[src/rtl/lock_pkg.sv]
package lock_pkg;

  localparam int BUS_W    = 8;
  localparam int ADDR_W   = 4;
  localparam int UNLOCK_N = 7;
  localparam int REG_N    = 6;
  localparam int MODE_BIT = 7;

  // register indices
  localparam int REG_CTRL  = 0;
  localparam int REG_CORE  = 1;
  localparam int REG_PIN   = 2;
  localparam int REG_XBUS  = 3;
  localparam int REG_RAM   = 4;
  localparam int REG_TIMER = 5;

  // unlock command positions in the control register
  localparam int UL_TIMER = 0;
  localparam int UL_RAM   = 1;
  localparam int UL_XBUS  = 2;
  localparam int UL_CLK   = 3;
  localparam int UL_FAST  = 4;
  localparam int UL_GPIO  = 5;
  localparam int UL_MUX   = 6;

  // core lock register bit order
  localparam int CORE_MUX  = 0;
  localparam int CORE_GPIO = 1;
  localparam int CORE_FAST = 2;
  localparam int CORE_CLK  = 3;
  localparam int CORE_N    = 4;

  typedef struct packed {
    logic                clrAll;   // qualifying reset
    logic [UNLOCK_N-1:0] unlock;   // per-group unlock strobes
    logic [REG_N-1:0]    wrSel;    // one-hot accepted write select
    logic [BUS_W-1:0]    data;     // write data
  } lockStrobe_t;

  function automatic int coreUnlockBit(int idx);
    case (idx)
      CORE_MUX:  return UL_MUX;
      CORE_GPIO: return UL_GPIO;
      CORE_FAST: return UL_FAST;
      default:   return UL_CLK;
    endcase
  endfunction

endpackage

[src/rtl/lock_group.sv]
module lock_group #(
  parameter int WIDTH = 1
) (
  input  logic             clk,
  input  logic             clr,
  input  logic [WIDTH-1:0] setBits,
  output logic [WIDTH-1:0] q
);

  for (genvar i = 0; i < WIDTH; i++) begin : g_cell
    // clear outranks set, set outranks hold
    always_ff @(posedge clk) begin
      if (clr)             q[i] <= 1'b0;
      else if (setBits[i]) q[i] <= 1'b1;
    end
  end

  // a clear strobe empties the whole group on the next cycle
  p_group_clear_r7: assert property (@(posedge clk) clr |=> (q == '0));

  // a set lock survives every cycle without a clear
  p_write_once_r2: assert property (@(posedge clk) disable iff (clr)
    (q != '0) |=> ((q & $past(q)) == $past(q)));

endmodule

[src/rtl/lock_ctrl.sv]
module lock_ctrl
  import lock_pkg::*;
#(
  parameter int PIN_COUNT   = 8,
  parameter int RAM_BITS    = 8,
  parameter int XBUS_LOCKS  = 4,
  parameter int TIMER_LOCKS = 2
) (
  input  logic                   clk,
  input  logic                   rstStandby,
  input  logic                   rstMain,
  input  logic                   rstHw,
  input  logic [ADDR_W-1:0]      addr,
  input  logic                   wrEn,
  input  logic [BUS_W-1:0]       wrData,
  input  logic [CORE_N-1:0]      coreLocks,
  input  logic [PIN_COUNT-1:0]   pinLocks,
  input  logic [XBUS_LOCKS-1:0]  xbusLocks,
  input  logic [RAM_BITS-1:0]    ramLocks,
  input  logic [TIMER_LOCKS-1:0] timerLocks,
  output lockStrobe_t            strobe,
  output logic                   modeBit,
  output logic [BUS_W-1:0]       rdData
);

  logic anyReset;
  logic wrOk;
  logic ctrlWrite;

  assign anyReset  = rstStandby | rstMain | rstHw;
  assign wrOk      = wrEn & ~anyReset;
  assign ctrlWrite = wrOk && (addr == ADDR_W'(REG_CTRL));

  // sticky mode bit: only the standby reset returns it to 0
  always_ff @(posedge clk) begin
    if (rstStandby)                        modeBit <= 1'b0;
    else if (ctrlWrite && wrData[MODE_BIT]) modeBit <= 1'b1;
  end

  assign strobe.clrAll = rstStandby | (~modeBit & (rstMain | rstHw));
  assign strobe.unlock = ctrlWrite ? wrData[UNLOCK_N-1:0] : '0;
  assign strobe.data   = wrData;

  for (genvar i = 0; i < REG_N; i++) begin : g_sel
    assign strobe.wrSel[i] = wrOk && (addr == ADDR_W'(i));
  end

  always_comb begin
    rdData = '0;
    case (addr)
      ADDR_W'(REG_CTRL):  rdData[MODE_BIT] = modeBit;
      ADDR_W'(REG_CORE):  rdData = BUS_W'(coreLocks);
      ADDR_W'(REG_PIN):   rdData = BUS_W'(pinLocks);
      ADDR_W'(REG_XBUS):  rdData = BUS_W'(xbusLocks);
      ADDR_W'(REG_RAM):   rdData = BUS_W'(ramLocks);
      ADDR_W'(REG_TIMER): rdData = BUS_W'(timerLocks);
      default:            rdData = '0;
    endcase
  end

  // once set, the mode bit stays set until a standby reset
  p_mode_sticky_r3: assert property (@(posedge clk) disable iff (rstStandby)
    modeBit |=> modeBit);

  // standby reset always returns the mode bit to 0
  p_standby_mode_r6: assert property (@(posedge clk) rstStandby |=> !modeBit);

  // unlock commands read back as zero
  p_cmd_reads_zero_r9: assert property (@(posedge clk) disable iff (rstStandby)
    (addr == ADDR_W'(REG_CTRL)) |-> (rdData[UNLOCK_N-1:0] == '0));

endmodule

[src/rtl/lock_datapath.sv]
module lock_datapath
  import lock_pkg::*;
#(
  parameter int PIN_COUNT   = 8,
  parameter int RAM_BITS    = 8,
  parameter int XBUS_LOCKS  = 4,
  parameter int TIMER_LOCKS = 2
) (
  input  logic                   clk,
  input  logic                   rstStandby,
  input  logic                   rstMain,
  input  logic                   rstHw,
  input  logic                   modeBit,
  input  lockStrobe_t            strobe,
  output logic [CORE_N-1:0]      coreLocks,
  output logic [PIN_COUNT-1:0]   pinLocks,
  output logic [XBUS_LOCKS-1:0]  xbusLocks,
  output logic [RAM_BITS-1:0]    ramLocks,
  output logic [TIMER_LOCKS-1:0] timerLocks
);

  localparam int STATE_W = CORE_N + PIN_COUNT + XBUS_LOCKS + RAM_BITS + TIMER_LOCKS;

  logic [STATE_W-1:0] allLocks;
  logic               sideReset;

  assign allLocks  = {coreLocks, pinLocks, xbusLocks, ramLocks, timerLocks};
  assign sideReset = rstMain | rstHw;

  // core locks: one group per bit, each with its own unlock command
  for (genvar i = 0; i < CORE_N; i++) begin : g_core
    lock_group #(.WIDTH(1)) u_core (
      .clk     (clk),
      .clr     (strobe.clrAll | strobe.unlock[coreUnlockBit(i)]),
      .setBits (strobe.wrSel[REG_CORE] & strobe.data[i]),
      .q       (coreLocks[i])
    );
  end

  // per-pin GPIO locks share the GPIO unlock command with the global lock
  lock_group #(.WIDTH(PIN_COUNT)) u_pin (
    .clk     (clk),
    .clr     (strobe.clrAll | strobe.unlock[UL_GPIO]),
    .setBits ({PIN_COUNT{strobe.wrSel[REG_PIN]}} & strobe.data[PIN_COUNT-1:0]),
    .q       (pinLocks)
  );

  lock_group #(.WIDTH(XBUS_LOCKS)) u_xbus (
    .clk     (clk),
    .clr     (strobe.clrAll | strobe.unlock[UL_XBUS]),
    .setBits ({XBUS_LOCKS{strobe.wrSel[REG_XBUS]}} & strobe.data[XBUS_LOCKS-1:0]),
    .q       (xbusLocks)
  );

  lock_group #(.WIDTH(RAM_BITS)) u_ram (
    .clk     (clk),
    .clr     (strobe.clrAll | strobe.unlock[UL_RAM]),
    .setBits ({RAM_BITS{strobe.wrSel[REG_RAM]}} & strobe.data[RAM_BITS-1:0]),
    .q       (ramLocks)
  );

  lock_group #(.WIDTH(TIMER_LOCKS)) u_timer (
    .clk     (clk),
    .clr     (strobe.clrAll | strobe.unlock[UL_TIMER]),
    .setBits ({TIMER_LOCKS{strobe.wrSel[REG_TIMER]}} & strobe.data[TIMER_LOCKS-1:0]),
    .q       (timerLocks)
  );

  // with the mode bit clear, a main or hardware reset empties every lock
  p_plain_reset_r4: assert property (@(posedge clk)
    (!modeBit && sideReset) |=> (allLocks == '0));

  // with the mode bit set, a main or hardware reset freezes every lock
  p_sticky_hold_r5: assert property (@(posedge clk) disable iff (rstStandby)
    (modeBit && sideReset) |=> (allLocks == $past(allLocks)));

  // standby reset empties every lock
  p_standby_clear_r6: assert property (@(posedge clk) rstStandby |=> (allLocks == '0));

endmodule

[src/rtl/lock_manager.sv]
module lock_manager
  import lock_pkg::*;
#(
  parameter int PIN_COUNT   = 8,
  parameter int RAM_BITS    = 8,
  parameter int XBUS_LOCKS  = 4,
  parameter int TIMER_LOCKS = 2
) (
  input  logic                   clk,
  input  logic                   rstStandby,
  input  logic                   rstMain,
  input  logic                   rstHw,
  input  logic [3:0]             addr,
  input  logic                   wrEn,
  input  logic [7:0]             wrData,
  output logic [7:0]             rdData,
  output logic                   lockMux,
  output logic                   lockGpio,
  output logic [PIN_COUNT-1:0]   lockPin,
  output logic                   lockFast,
  output logic                   lockClk,
  output logic [XBUS_LOCKS-1:0]  lockXbus,
  output logic [RAM_BITS-1:0]    lockRam,
  output logic [TIMER_LOCKS-1:0] lockTimer
);

  lockStrobe_t           strobe;
  logic                  modeBit;
  logic [CORE_N-1:0]     coreLocks;

  lock_ctrl #(
    .PIN_COUNT   (PIN_COUNT),
    .RAM_BITS    (RAM_BITS),
    .XBUS_LOCKS  (XBUS_LOCKS),
    .TIMER_LOCKS (TIMER_LOCKS)
  ) u_ctrl (
    .clk        (clk),
    .rstStandby (rstStandby),
    .rstMain    (rstMain),
    .rstHw      (rstHw),
    .addr       (addr),
    .wrEn       (wrEn),
    .wrData     (wrData),
    .coreLocks  (coreLocks),
    .pinLocks   (lockPin),
    .xbusLocks  (lockXbus),
    .ramLocks   (lockRam),
    .timerLocks (lockTimer),
    .strobe     (strobe),
    .modeBit    (modeBit),
    .rdData     (rdData)
  );

  lock_datapath #(
    .PIN_COUNT   (PIN_COUNT),
    .RAM_BITS    (RAM_BITS),
    .XBUS_LOCKS  (XBUS_LOCKS),
    .TIMER_LOCKS (TIMER_LOCKS)
  ) u_data (
    .clk        (clk),
    .rstStandby (rstStandby),
    .rstMain    (rstMain),
    .rstHw      (rstHw),
    .modeBit    (modeBit),
    .strobe     (strobe),
    .coreLocks  (coreLocks),
    .pinLocks   (lockPin),
    .xbusLocks  (lockXbus),
    .ramLocks   (lockRam),
    .timerLocks (lockTimer)
  );

  assign lockMux  = coreLocks[CORE_MUX];
  assign lockGpio = coreLocks[CORE_GPIO];
  assign lockFast = coreLocks[CORE_FAST];
  assign lockClk  = coreLocks[CORE_CLK];

endmodule

[config.mk]
export PLATFORM = sky130hd
export DESIGN_NAME = lock_manager
export DESIGN_NICKNAME = d
export VERILOG_FILES = /design/src/rtl/lock_pkg.sv /design/src/rtl/lock_group.sv /design/src/rtl/lock_ctrl.sv /design/src/rtl/lock_datapath.sv /design/src/rtl/lock_manager.sv
export SDC_FILE = /design/constraint.sdc
export NUM_CORES = 1
export LEC_CHECK = 0
export BUFFER_PORTS_ARGS = -buffer_cell sky130_fd_sc_hd__buf_2
export CAP_MARGIN = 20
export CORE_UTILIZATION = 53
export CTS_CLUSTER_DIAMETER = 200
export DETAILED_ROUTE_END_ITERATION = 16
export GPL_TIMING_DRIVEN = 0
export HOLD_SLACK_MARGIN = 0.08
export PLACE_DENSITY_LB_ADDON = 0.08
export SLEW_MARGIN = 20
export SYNTH_ARGS = -nofsm -noshare
export SYNTH_HDL_FRONTEND = slang
export SYNTH_SLANG_ARGS = --single-unit
export TNS_END_PERCENT = 5
[constraint.sdc]
create_clock -name clk -period 2.08 [get_ports clk]
set_input_delay 0 -clock clk [delete_from_list [all_inputs] [get_ports clk]]
set_output_delay 0 -clock clk [all_outputs]
set_load 0.01 [all_outputs]
==> results of run 1 <==
final cells by class:
class,count,area (µm²),share of cell area (%)
multi-input combinational,96,842,44.9
sequential,27,541,28.8
timing repair buffer,56,325,17.4
buffer,13,103,5.47
tap,30,37.5,2.00
clock buffer,4,26.3,1.40
worst max-delay path, stage by stage:
cell and delay, ns:
dlygate4sd3_1 0.54, buf_2 0.15, nor4b_4 0.33, buf_6 0.19
buf_4 0.19, a41oi_1 0.14, nor2_1 0.10, dlygate4sd3_1 0.55
power groups by stage:
stage | logic (mW) | registers (mW) | clock network [mW]
4_1_cts | 0.116 | 0.518 | 0.232
3_5_place_dp | 0.104 | 0.529 | 0
2_1_floorplan | 0.0612 | 0.529 | 0
6_report | 0.118 | 0.518 | 0.234
3_3_place_gp | 0.102 | 0.529 | 0
5_1_grt | 0.125 | 0.518 | 0.254
layer usage:
metal  global-route usage (%)  up-vias  wire (µm)  share of wire, %
li1                         -      664          -                 -
met1                     40.5      656       1760                43
met2                     46.4       73       2040                50
met3                     4.10        2        280               6.8
met4                     6.25        0         17              0.41
met5                        0        -          0                 0
sequential cells by signal (all words and copies together) (netlist names):
signal	cells
u_data.g_core.u_core.q	4
u_ctrl.modeBit	1
u_data.u_xbus.q	4
u_data.u_ram.q	8
u_data.u_pin.q	8
u_data.u_timer.q	2
synthesized netlist by cell type:
| cell | instances |
|---|---|
| a31oi_1 | 22 |
| and4bb_2 | 1 |
| mux2i_1 | 5 |
| and4_1 | 2 |
| buf_6 | 5 |
| o22ai_1 | 4 |
| buf_4 | 3 |
| nor3_1 | 4 |
| mux2_1 | 2 |
| or2_2 | 1 |
| o21bai_4 | 1 |
| nor3_2 | 17 |
| a211oi_2 | 9 |
| nand2b_1 | 1 |
| nor2_4 | 1 |
| nor4b_4 | 3 |
| a41oi_1 | 5 |
| a2bb2oi_1 | 1 |
| a22oi_1 | 7 |
| dfxtp_1 | 27 |
| buf_2 | 4 |
| nor2b_1 | 4 |
| nor2_1 | 3 |
| and3_1 | 3 |
| clkbuf_1 | 1 |
logic make-up after synthesis:
family,Yosys count,synth area share [%]
DFF,27,36.4
and+or+nand+nor,40,24.9
muxes,7,4.89
buffers and inverters,13,6.91
AOI/OAI and AO/OA,49,26.9
per-stage QoR:
| step | setup WS [ns] | power [mW] | hold slack (ns) | area [µm²] |
|---|---|---|---|---|
| 2_1_floorplan | 1.11 | 0.590 | 0.0507 | 1490 |
| 3_3_place_gp | 0.895 | 0.631 | 0.222 | 1760 |
| 3_5_place_dp | 0.882 | 0.633 | 0.230 | 1760 |
| 4_1_cts | 0.221 | 0.865 | 0.142 | 1870 |
| 5_1_grt | 0.114 | 0.897 | 0.179 | 1870 |
| 6_report | 0.177 | 0.869 | 0.153 | 1870 |
worst paths after layout:
kind                                        start                  to  slack, ns  cells after the start
worst min-delay path                    wrData[2]  u_data.u_xbus.q[1]       0.15                      2
worst min register to register  u_data.u_pin.q[7]   u_data.u_pin.q[7]       0.55                      2
worst max register to register     u_ctrl.modeBit      u_ctrl.modeBit       0.79                      3
worst max-delay path                   rstStandby      u_ctrl.modeBit       0.18                      8
==> reports/results.txt, run 1 <==
outcome = complete, no violations
Tot GR Track Use = 28.7%
drt pass-1 iters = 4
GP Congestion = 0.843
VDD IR max = 0.000479 V
ratio of final minimum period to clock period = 91.5%
Critical Path RT = 2.37 ns
DR vias = 1395
Clk Tree Root Cell = clkbuf_4
maximum achievable frequency = 526 MHz
initial core utilization = 57.8%
Final Util = 73.0%
total CTS buffers = 3
port bufs = 47
CP Launch Type = primary input
placed cells = 213
Clk pwr share = 26.9%
Die X = 54.9 µm
fill count = 198
post-CTS setup buffer count = 0
Slew headroom = 62.9%
Core Region = 2570 µm²
#FFs+latches synth = 27
vias per inst = 6.17
number of routed nets with antenna violations = 0
post-layout min period = 1.90 ns
syn_area_per_cell = 10.9 µm²
nets = 214
Clock Latency Late Sink = 0.33 ns
Layout Skew = 0.00878 ns
Mapped Cells = 136
Synth Cell Area = 1490 µm²
Slew Viols, Final = 0
placed wire-length estimate = 2.90 mm
top cells by area, synth = dfxtp_1 (36%), nor3_2 (11%), a31oi_1 (9.3%), a211oi_2 (7.6%), nor4b_4 (4.8%)
sequential area share after synthesis = 36.4%
Final Hold Fails = 0
WS Path Type = primary input to flop
worst hold path type = primary input to flop
final setup vio count = 0
First DRT Iteration DRCs = 69
post_cts resized = 0
Clock Tree Buf Depth = 2
initial antenna violation count = 0
post-synth top area share = 36.4%
Worst-Margin Slew = 0.555 ns
Synth area leader = dfxtp_1
diode count = 0
DRC viols = 0
CTS sink count = 27
Net Sw Power = 0.231 mW
DR WL/cell = 18.1 µm
max capacitance violation total = 0
Flop pwr share = 59.6%
final std cells w/o fill = 226
vias in the first global route = 1169
PwrDens = 464 nW/µm²
final WL = 4.10 mm
cell-internal power = 0.639 mW
Arrival @ worst endpoint = 2.19 ns
chip height = 54.9 µm
crit path max fanout = 10
Mapped Nets = 153
total gr overflow = 0
commonest cells after routing, fill and taps aside = buf_2 (51), dfxtp_1 (27), a31oi_1 (22)
most common cell after layout, fill and taps aside = buf_2
hold buffer count at CTS = 9
Sw Ratio = 26.5%
Static Leak = 0.739 nW
largest net degree at the start of global routing = 15
die area = 3020 µm²
Area growth syn-to-layout = 26.2%
Distinct cells, synth = 25
first-pass GRT wire length = 5.96 mm
setup_tns = 0 ns
Yosys warnings = 0
CTS tree = yes
H-tree depth = 1
Cell Rows = 18
Worst Setup End Kind = flop
share of cells above drive strength 1 = 48.5%
RSZ-0062 raised after global routing = no
IO Pins = 51
Reg clk slew, reported paths = 0.15 ns
part of the power in combinational logic = 13.5%
(Power assumes the default switching activity.)
==> run 2, diff against run 1 <==
ABC_AREA = 1   (was unset)
ABC_CLOCK_PERIOD_IN_PS = 2080   (was unset)
CORE_ASPECT_RATIO = 0.75   (was unset)
==> run 2 against run 1 <==
Synthesized area grew 2.4%. Die area grew 2.4%. Utilization shrank 0.30 points. Register-to-register slack gained 0.14 ns. Critical path depth grew 1. Non-clock buffer count shrank 7. Cell area grew 3.3%. Wire length shrank 11%. Critical path type unchanged. Highest routed layer unchanged.
==> reports/results.txt, run 2 <==
outcome = complete, no violations (unchanged)
DRC viols = 0 (unchanged)
crit path max fanout = 10 (unchanged)
Mapped Nets = 255 (was 153)
Area growth syn-to-layout = 27.2% (was 26.2%)
chip height = 48.4 µm (was 54.9 µm)
diode count = 0 (unchanged)
RSZ-0062 raised after global routing = no (unchanged)
syn_area_per_cell = 6.39 µm² (was 10.9 µm²)
CTS sink count = 27 (unchanged)
#FFs+latches synth = 27 (unchanged)
worst hold path type = primary input to flop (unchanged)
Max stage delay cell, worst path = dlygate4sd3_1 (unchanged)
Final Hold Fails = 0 (unchanged)
Slew Viols, Final = 0 (unchanged)
First DRT Iteration DRCs = 70 (was 69)
drt pass-1 iters = 4 (unchanged)
Distinct cells, synth = 18 (was 25)
Critical Path RT = 2.30 ns (was 2.37 ns)
most common cell after layout, fill and taps aside = nand2_1 (was buf_2)
final setup vio count = 0 (unchanged)
Worst Setup End Kind = flop (unchanged)
H-tree depth = 1 (unchanged)
CTS tree = yes (unchanged)
Post-synth top flop = dfxtp_1 (unchanged)
final total power = 0.916 mW (was 0.869 mW)
die area = 3090 µm² (was 3020 µm²)
setup_tns = 0 ns (unchanged)
ratio of final minimum period to clock period = 83.0% (was 91.5%)
total CTS buffers = 3 (unchanged)
Mapped Cells = 238 (was 136)
vias in the first global route = 1363 (was 1169)
vias per inst = 4.62 (was 6.17)
share of cells above drive strength 1 = 28.8% (was 48.5%)
top cells by area, synth = dfxtp_1 (36%), nand2_1 (15%), inv_1 (15%), nand3_1 (11%), nor2_2 (5.8%) (was dfxtp_1 (36%), nor3_2 (11%), a31oi_1 (9.3%), a211oi_2 (7.6%), nor4b_4 (4.8%))
number of routed nets with antenna violations = 0 (unchanged)
first-pass GRT wire length = 6.25 mm (was 5.96 mm)
Arrival @ worst endpoint = 1.95 ns (was 2.19 ns)
sequential area share after synthesis = 35.5% (was 36.4%)
Die X = 63.9 µm (was 54.9 µm)
placed wire-length estimate = 2.69 mm (was 2.90 mm)
Clock Latency Late Sink = 0.28 ns (was 0.33 ns)
max incr delay on CP = 0.56 ns (was 0.55 ns)
Layout Skew = 0.00458 ns (was 0.00878 ns)
maximum achievable frequency = 579 MHz (was 526 MHz)
Yosys warnings = 0 (unchanged)
post-CTS setup buffer count = 0 (unchanged)
Cell Rows = 16 (was 18)
most numerous cell in the Yosys netlist = nand2_1 (was dfxtp_1)
GP Congestion = 0.829 (was 0.843)
VDD IR max = 0.000390 V (was 0.000479 V)
Largest regs = u_data.u_pin.q: 8 flops, u_data.u_ram.q: 8 flops (unchanged)
RR Startpoint = u_ctrl.modeBit (unchanged)
Clk Tree Root Cell = clkbuf_8 (was clkbuf_4)
largest net degree at the start of global routing = 17 (was 15)
Post-synth EDFFs = 0 (unchanged)
Critical Path Source = rstStandby (unchanged)
final WL = 3.65 mm (was 4.10 mm)
CP Launch Type = primary input (unchanged)
Synth top cells by count = nand2_1 (60), inv_1 (59), nand3_1 (33) (was dfxtp_1 (27), a31oi_1 (22), nor3_2 (17))
Worst-Margin Slew = 0.356 ns (was 0.555 ns)
Clock Tree Buf Depth = 2 (unchanged)
CP dominant cell by count = dlygate4sd3_1 (unchanged)
crit path cell chain = dlygate4sd3_1 > buf_2 > inv_2 > nand2_2 > nor2_4 > buf_6 > nand3_1 > a21oi_1 > dlygate4sd3_1 (was dlygate4sd3_1 > buf_2 > nor4b_4 > buf_6 > buf_4 > a41oi_1 > nor2_1 > dlygate4sd3_1)
port bufs = 50 (was 47)
Multi-input gate area = 699 µm² (was 842 µm²)
IO Pins = 51 (unchanged)
DR vias = 1549 (was 1395)
Final Util = 72.7% (was 73.0%)
Core Region = 2660 µm² (was 2570 µm²)
post-synth top area share = 35.5% (was 36.4%)
max capacitance violation total = 0 (unchanged)
initial core utilization = 57.1% (was 57.8%)
post-layout min period = 1.73 ns (was 1.90 ns)
Synth Cell Area = 1520 µm² (was 1490 µm²)
ys async rst share = 0% (unchanged)
fill count = 255 (was 198)
DR WL/cell = 10.9 µm (was 18.1 µm)
nets = 317 (was 214)
register area = 541 µm² (unchanged)
PwrDens = 473 nW/µm² (was 464 nW/µm²)
Slew headroom = 76.2% (was 62.9%)
commonest cells after routing, fill and taps aside = nand2_1 (60), inv_1 (59), buf_2 (50) (was buf_2 (51), dfxtp_1 (27), a31oi_1 (22))
hold_sp = wrData[2] (unchanged)
Tot GR Track Use = 26.0% (was 28.7%)
Synth area leader = dfxtp_1 (unchanged)
total gr overflow = 0 (unchanged)
initial antenna violation count = 0 (unchanged)
Reg clk slew, reported paths = 0.10 ns (was 0.15 ns)
WS Path Type = primary input to flop (unchanged)
Static Leak = 0.934 nW (was 0.739 nW)
## run 2: changes by cell type after synthesis, moves of 5 or more
cell and delta:
nand2_1 +60, inv_1 +59, nand3_1 +33, a31oi_1 -22, nor3_2 -17, nor2_1 +16
nor2_2 +14, a211oi_2 -9, a22oi_1 -7, a41oi_1 -5, mux2i_1 -5, nand2_2 +5
## run 2: per-layer routing
| metal | part of all wire, % | up-vias | global-route usage (%) |
|---|---|---|---|
| li1 | - | 823 | - |
| met1 | 49 | 676 | 35.9 |
| met2 | 44 | 48 | 41.3 |
| met3 | 6.6 | 2 | 5.42 |
| met4 | 0.44 | 0 | 6.44 |
| met5 | 0 | - | 0 |
## run 2: path summary, 6_finish.rpt
kind                        end  cells past startpoint  slack [ns]
min          u_data.u_xbus.q[2]                      5        0.09
max reg2reg      u_ctrl.modeBit                      3        0.93
max              u_ctrl.modeBit                      9        0.35
min reg2reg   u_data.u_ram.q[2]                      4        0.52
## run 2: where the power goes
group	switching, mW	leakage (nW)	internal, mW
Combinational	0.0574	0.695	0.0327
Clock	0.173	0.0217	0.136
Sequential	0.000144	0.217	0.517
## run 2: critical path, delay by kind of cell
family	cells	cell delay, ns
buffers and inverters	5	1.47
and+or+nand+nor	3	0.34
AOI/OAI and AO/OA	1	0.13
## run 2: layout make-up
class,count,area share [%]
Multi-Input combinational cell,145,36.1
Tap cell,36,2.33
Sequential cell,27,27.9
Buffer,5,2.71
Clock buffer,3,2.13
Timing Repair Buffer,57,16.5
Inverter,61,11.8
Clock inverter,1,0.388
## run 2: stage by stage
stage / instances / area (µm²) / hold slack, ns / worst slack [ns]
after global routing: 335 / 1940 / 0.105 / 0.250
after global placement: 324 / 1820 / 0.237 / 0.983
after CTS: 335 / 1940 / 0.0802 / 0.381
after floorplan: 238 / 1520 / 0.0691 / 1.15
final: 335 / 1940 / 0.0898 / 0.353
after detailed placement: 324 / 1820 / 0.243 / 0.967
## run 2: what timing repair did
item                       CTS  global route
hold buffers                 7             0
hold endpoints to repair    12             0
setup endpoints to repair    0             0
resized for setup            0             0
## run 2: kinds of logic (layout without fill, tap and decap cells)
group | Yosys count | count (layout) | synth area share, %
buffers and inverters | 66 | 127 | 18.5
DFF | 27 | 27 | 35.5
and+or+nand+nor | 138 | 138 | 42.5
AOI/OAI and AO/OA | 7 | 7 | 3.45
==> run 3, diff against run 2 <==
ABC_CLOCK_PERIOD_IN_PS = 1750   (was 2080)
CORE_UTILIZATION = 50   (was 53)
clock period = 1.75 ns   (was 2.08 ns; I/O delays follow)
==> run 3 against run 2 <==
Utilization shrank 1.1 points. Critical path depth unchanged. Register-to-register slack got worse by 0.34 ns. Cell area increased by 1.5%. Sequential power grew 19%. Clock power up 26%. Via count increased by 1.2%. Final cell count increased by 0.90%. Wire length increased by 5.6%. Critical path type unchanged. Highest routed layer unchanged.
==> reports/results.txt, run 3 (same netlist as run 2, synthesis figures left out) <==
CTS tree = yes (unchanged)
maximum achievable frequency = 627 MHz
vias per inst = 4.64 (was 4.62)
final std cells w/o fill = 338 (was 335)
Arrival @ worst endpoint = 1.82 ns (was 1.95 ns)
setup_tns = 0 ns (unchanged)
Clock Tree Buf Depth = 2 (unchanged)
vias in the first global route = 1379 (was 1363)
Cell Rows = 16 (unchanged)
Clock Latency Late Sink = 0.28 ns (about the same)
WS Path Type = primary input to flop (unchanged)
Static Leak = 0.952 nW (was 0.934 nW)
outcome = complete, no violations (unchanged)
Hold Path Stages = 5 (unchanged)
initial antenna violation count = 0 (unchanged)
port bufs = 50 (unchanged)
CP dominant cell by count = dlygate4sd3_1 (unchanged)
number of routed nets with antenna violations = 0 (unchanged)
ratio of final minimum period to clock period = 91.1%
Final WS setup = 0.155 ns (was 0.353 ns)
diode count = 0 (unchanged)
Buffers & Inverters on Critical Path = 5 (unchanged)
max capacitance violation total = 0 (unchanged)
Slew Viols, Final = 0 (unchanged)
Core Region = 2740 µm² (was 2660 µm²)
CTS sink count = 27 (unchanged)
Worst Hold Endpoint = u_data.u_xbus.q[0] (was u_data.u_xbus.q[2])
share of cells above drive strength 1 = 28.8% (about the same)
Worst-Margin Slew = 0.350 ns (was 0.356 ns)
final total power = 1.12 mW (was 0.916 mW)
First DRT Iteration DRCs = 98 (was 70)
crit path max fanout = 10 (unchanged)
GP Congestion = 0.830 (was 0.829)
Clk Tree Root Cell = clkbuf_8 (unchanged)
CP Launch Type = primary input (unchanged)
Tot GR Track Use = 26.0% (about the same)
dpl ws = 0.640 ns (was 0.967 ns)
most common cell after layout, fill and taps aside = nand2_1 (unchanged)
DRC viols = 0 (unchanged)
total gr overflow = 0 (unchanged)
max incr delay on CP = 0.56 ns (about the same)
Worst Setup End Kind = flop (unchanged)
post-layout min period = 1.60 ns
nets = 320 (was 317)
Die X = 65.7 µm (was 63.9 µm)
IO Pins = 51 (unchanged)
Max stage delay cell, worst path = dlygate4sd3_1 (unchanged)
Area growth syn-to-layout = 29.1% (was 27.2%)
drt pass-1 iters = 4 (unchanged)
Final Hold Fails = 0 (unchanged)
VDD IR max = 0.000576 V (was 0.000390 V)
Critical Path RT = 1.98 ns (was 2.30 ns)
PwrDens = 568 nW/µm² (was 473 nW/µm²)
RR Startpoint = u_ctrl.modeBit (unchanged)
total CTS buffers = 3 (unchanged)
Slew headroom = 76.6% (was 76.2%)
hold_sp = wrData[0] (was wrData[2])
final setup vio count = 0 (unchanged)
commonest cells after routing, fill and taps aside = nand2_1 (60), inv_1 (59), buf_2 (50) (unchanged)
WHS = 0.0919 ns (was 0.0898 ns)
flop2flop setup slack = 0.59 ns (was 0.93 ns)
H-tree depth = 1 (unchanged)
Largest regs = u_data.u_pin.q: 8 flops, u_data.u_ram.q: 8 flops (unchanged)
Reg clk slew, reported paths = 0.10 ns (about the same)
first-pass GRT wire length = 6.32 mm (was 6.25 mm)
DR vias = 1567 (was 1549)
worst hold path type = primary input to flop (unchanged)
final WL = 3.85 mm (was 3.65 mm)
crit path cell chain = dlygate4sd3_1 > buf_2 > inv_2 > nand2_2 > nor2_4 > buf_6 > nand3_1 > a21oi_1 > dlygate4sd3_1 (unchanged)
DR WL/cell = 11.4 µm (was 10.9 µm)
largest net degree at the start of global routing = 18 (was 17)
RSZ-0062 raised after global routing = no (unchanged)
initial core utilization = 55.5% (was 57.1%)
placed wire-length estimate = 2.73 mm (was 2.69 mm)
chip height = 49.8 µm (was 48.4 µm)
Layout Skew = 0.00719 ns (was 0.00458 ns)
Crit Reg-Reg Endpoint = u_ctrl.modeBit (unchanged)
FF-to-FF path depth = 3 (unchanged)
Worst path top cell family by delay = buffers and inverters (unchanged)
placed cells = 324 (unchanged)
die area = 3270 µm² (was 3090 µm²)
-- run 3: cell count changes in the layout (fill, tap and decap cells not counted) --
cell / delta
inv_6: +1
clkinvlp_4: -1
dlygate4sd3_1: +2
buf_4: +1
-- run 3: timing repair --
item / in CTS / in global routing
endpoints found under the setup margin: 0 / 1
buffers inserted: 0 / 1
endpoints found under the hold margin: 17 / 0
hold buffers: 9 / 0
gates resized for setup: 0 / 0
-- run 3: cell type report --
type | instances | area [µm²]
inverter | 61 | 229
clock buffer | 3 | 41.3
fill | 245 | 778
clock inverter | 1 | 8.76
timing repair buffer | 60 | 348
multi-input combinational | 145 | 699
buffer | 5 | 52.6
sequential | 27 | 541
tap | 36 | 45.0
-- run 3: stage by stage --
| stage | utilization [%] | area (µm²) |
|---|---|---|
| after global placement | 66.2 | 1820 |
| after global routing | 71.6 | 1960 |
| after CTS | 71.4 | 1960 |
| after detailed placement | 66.2 | 1820 |
| after floorplan | - | 1520 |
| final | 71.6 | 1960 |
-- run 3: worst max-delay path by stage --
stage	slack, ns	endpoint	cells after the start	start
floorplan	0.82	u_data.g_core[1].u_core.q	4	u_ctrl.modeBit
global placement	0.65	u_data.u_pin.q[5]	4	u_ctrl.modeBit
detailed placement	0.64	u_data.u_pin.q[1]	4	u_ctrl.modeBit
CTS	0.03	u_ctrl.modeBit	9	rstStandby
global route	0.1	u_ctrl.modeBit	9	rstStandby
finish	0.15	u_ctrl.modeBit	9	rstStandby
-- run 3: routing by layer --
metal	up-vias	track usage, %	routed length [µm]
li1	829	-	-
met1	673	36.6	1810
met2	63	40.1	1700
met3	2	5.79	322
met4	0	5.80	16
met5	-	0	0
-- run 3: power by group --
part,leakage [nW],internal [mW],switching [mW]
clock network,0.0261,0.168,0.221
registers,0.217,0.614,0.000170
logic,0.708,0.0426,0.0700
-- run 3: worst min-delay path, cell delays in order --
cell and delay [ns]:
buf_2 0.13, nand3_1 0.08, nand2_1 0.04, inv_1 0.05
nor2_1 0.03
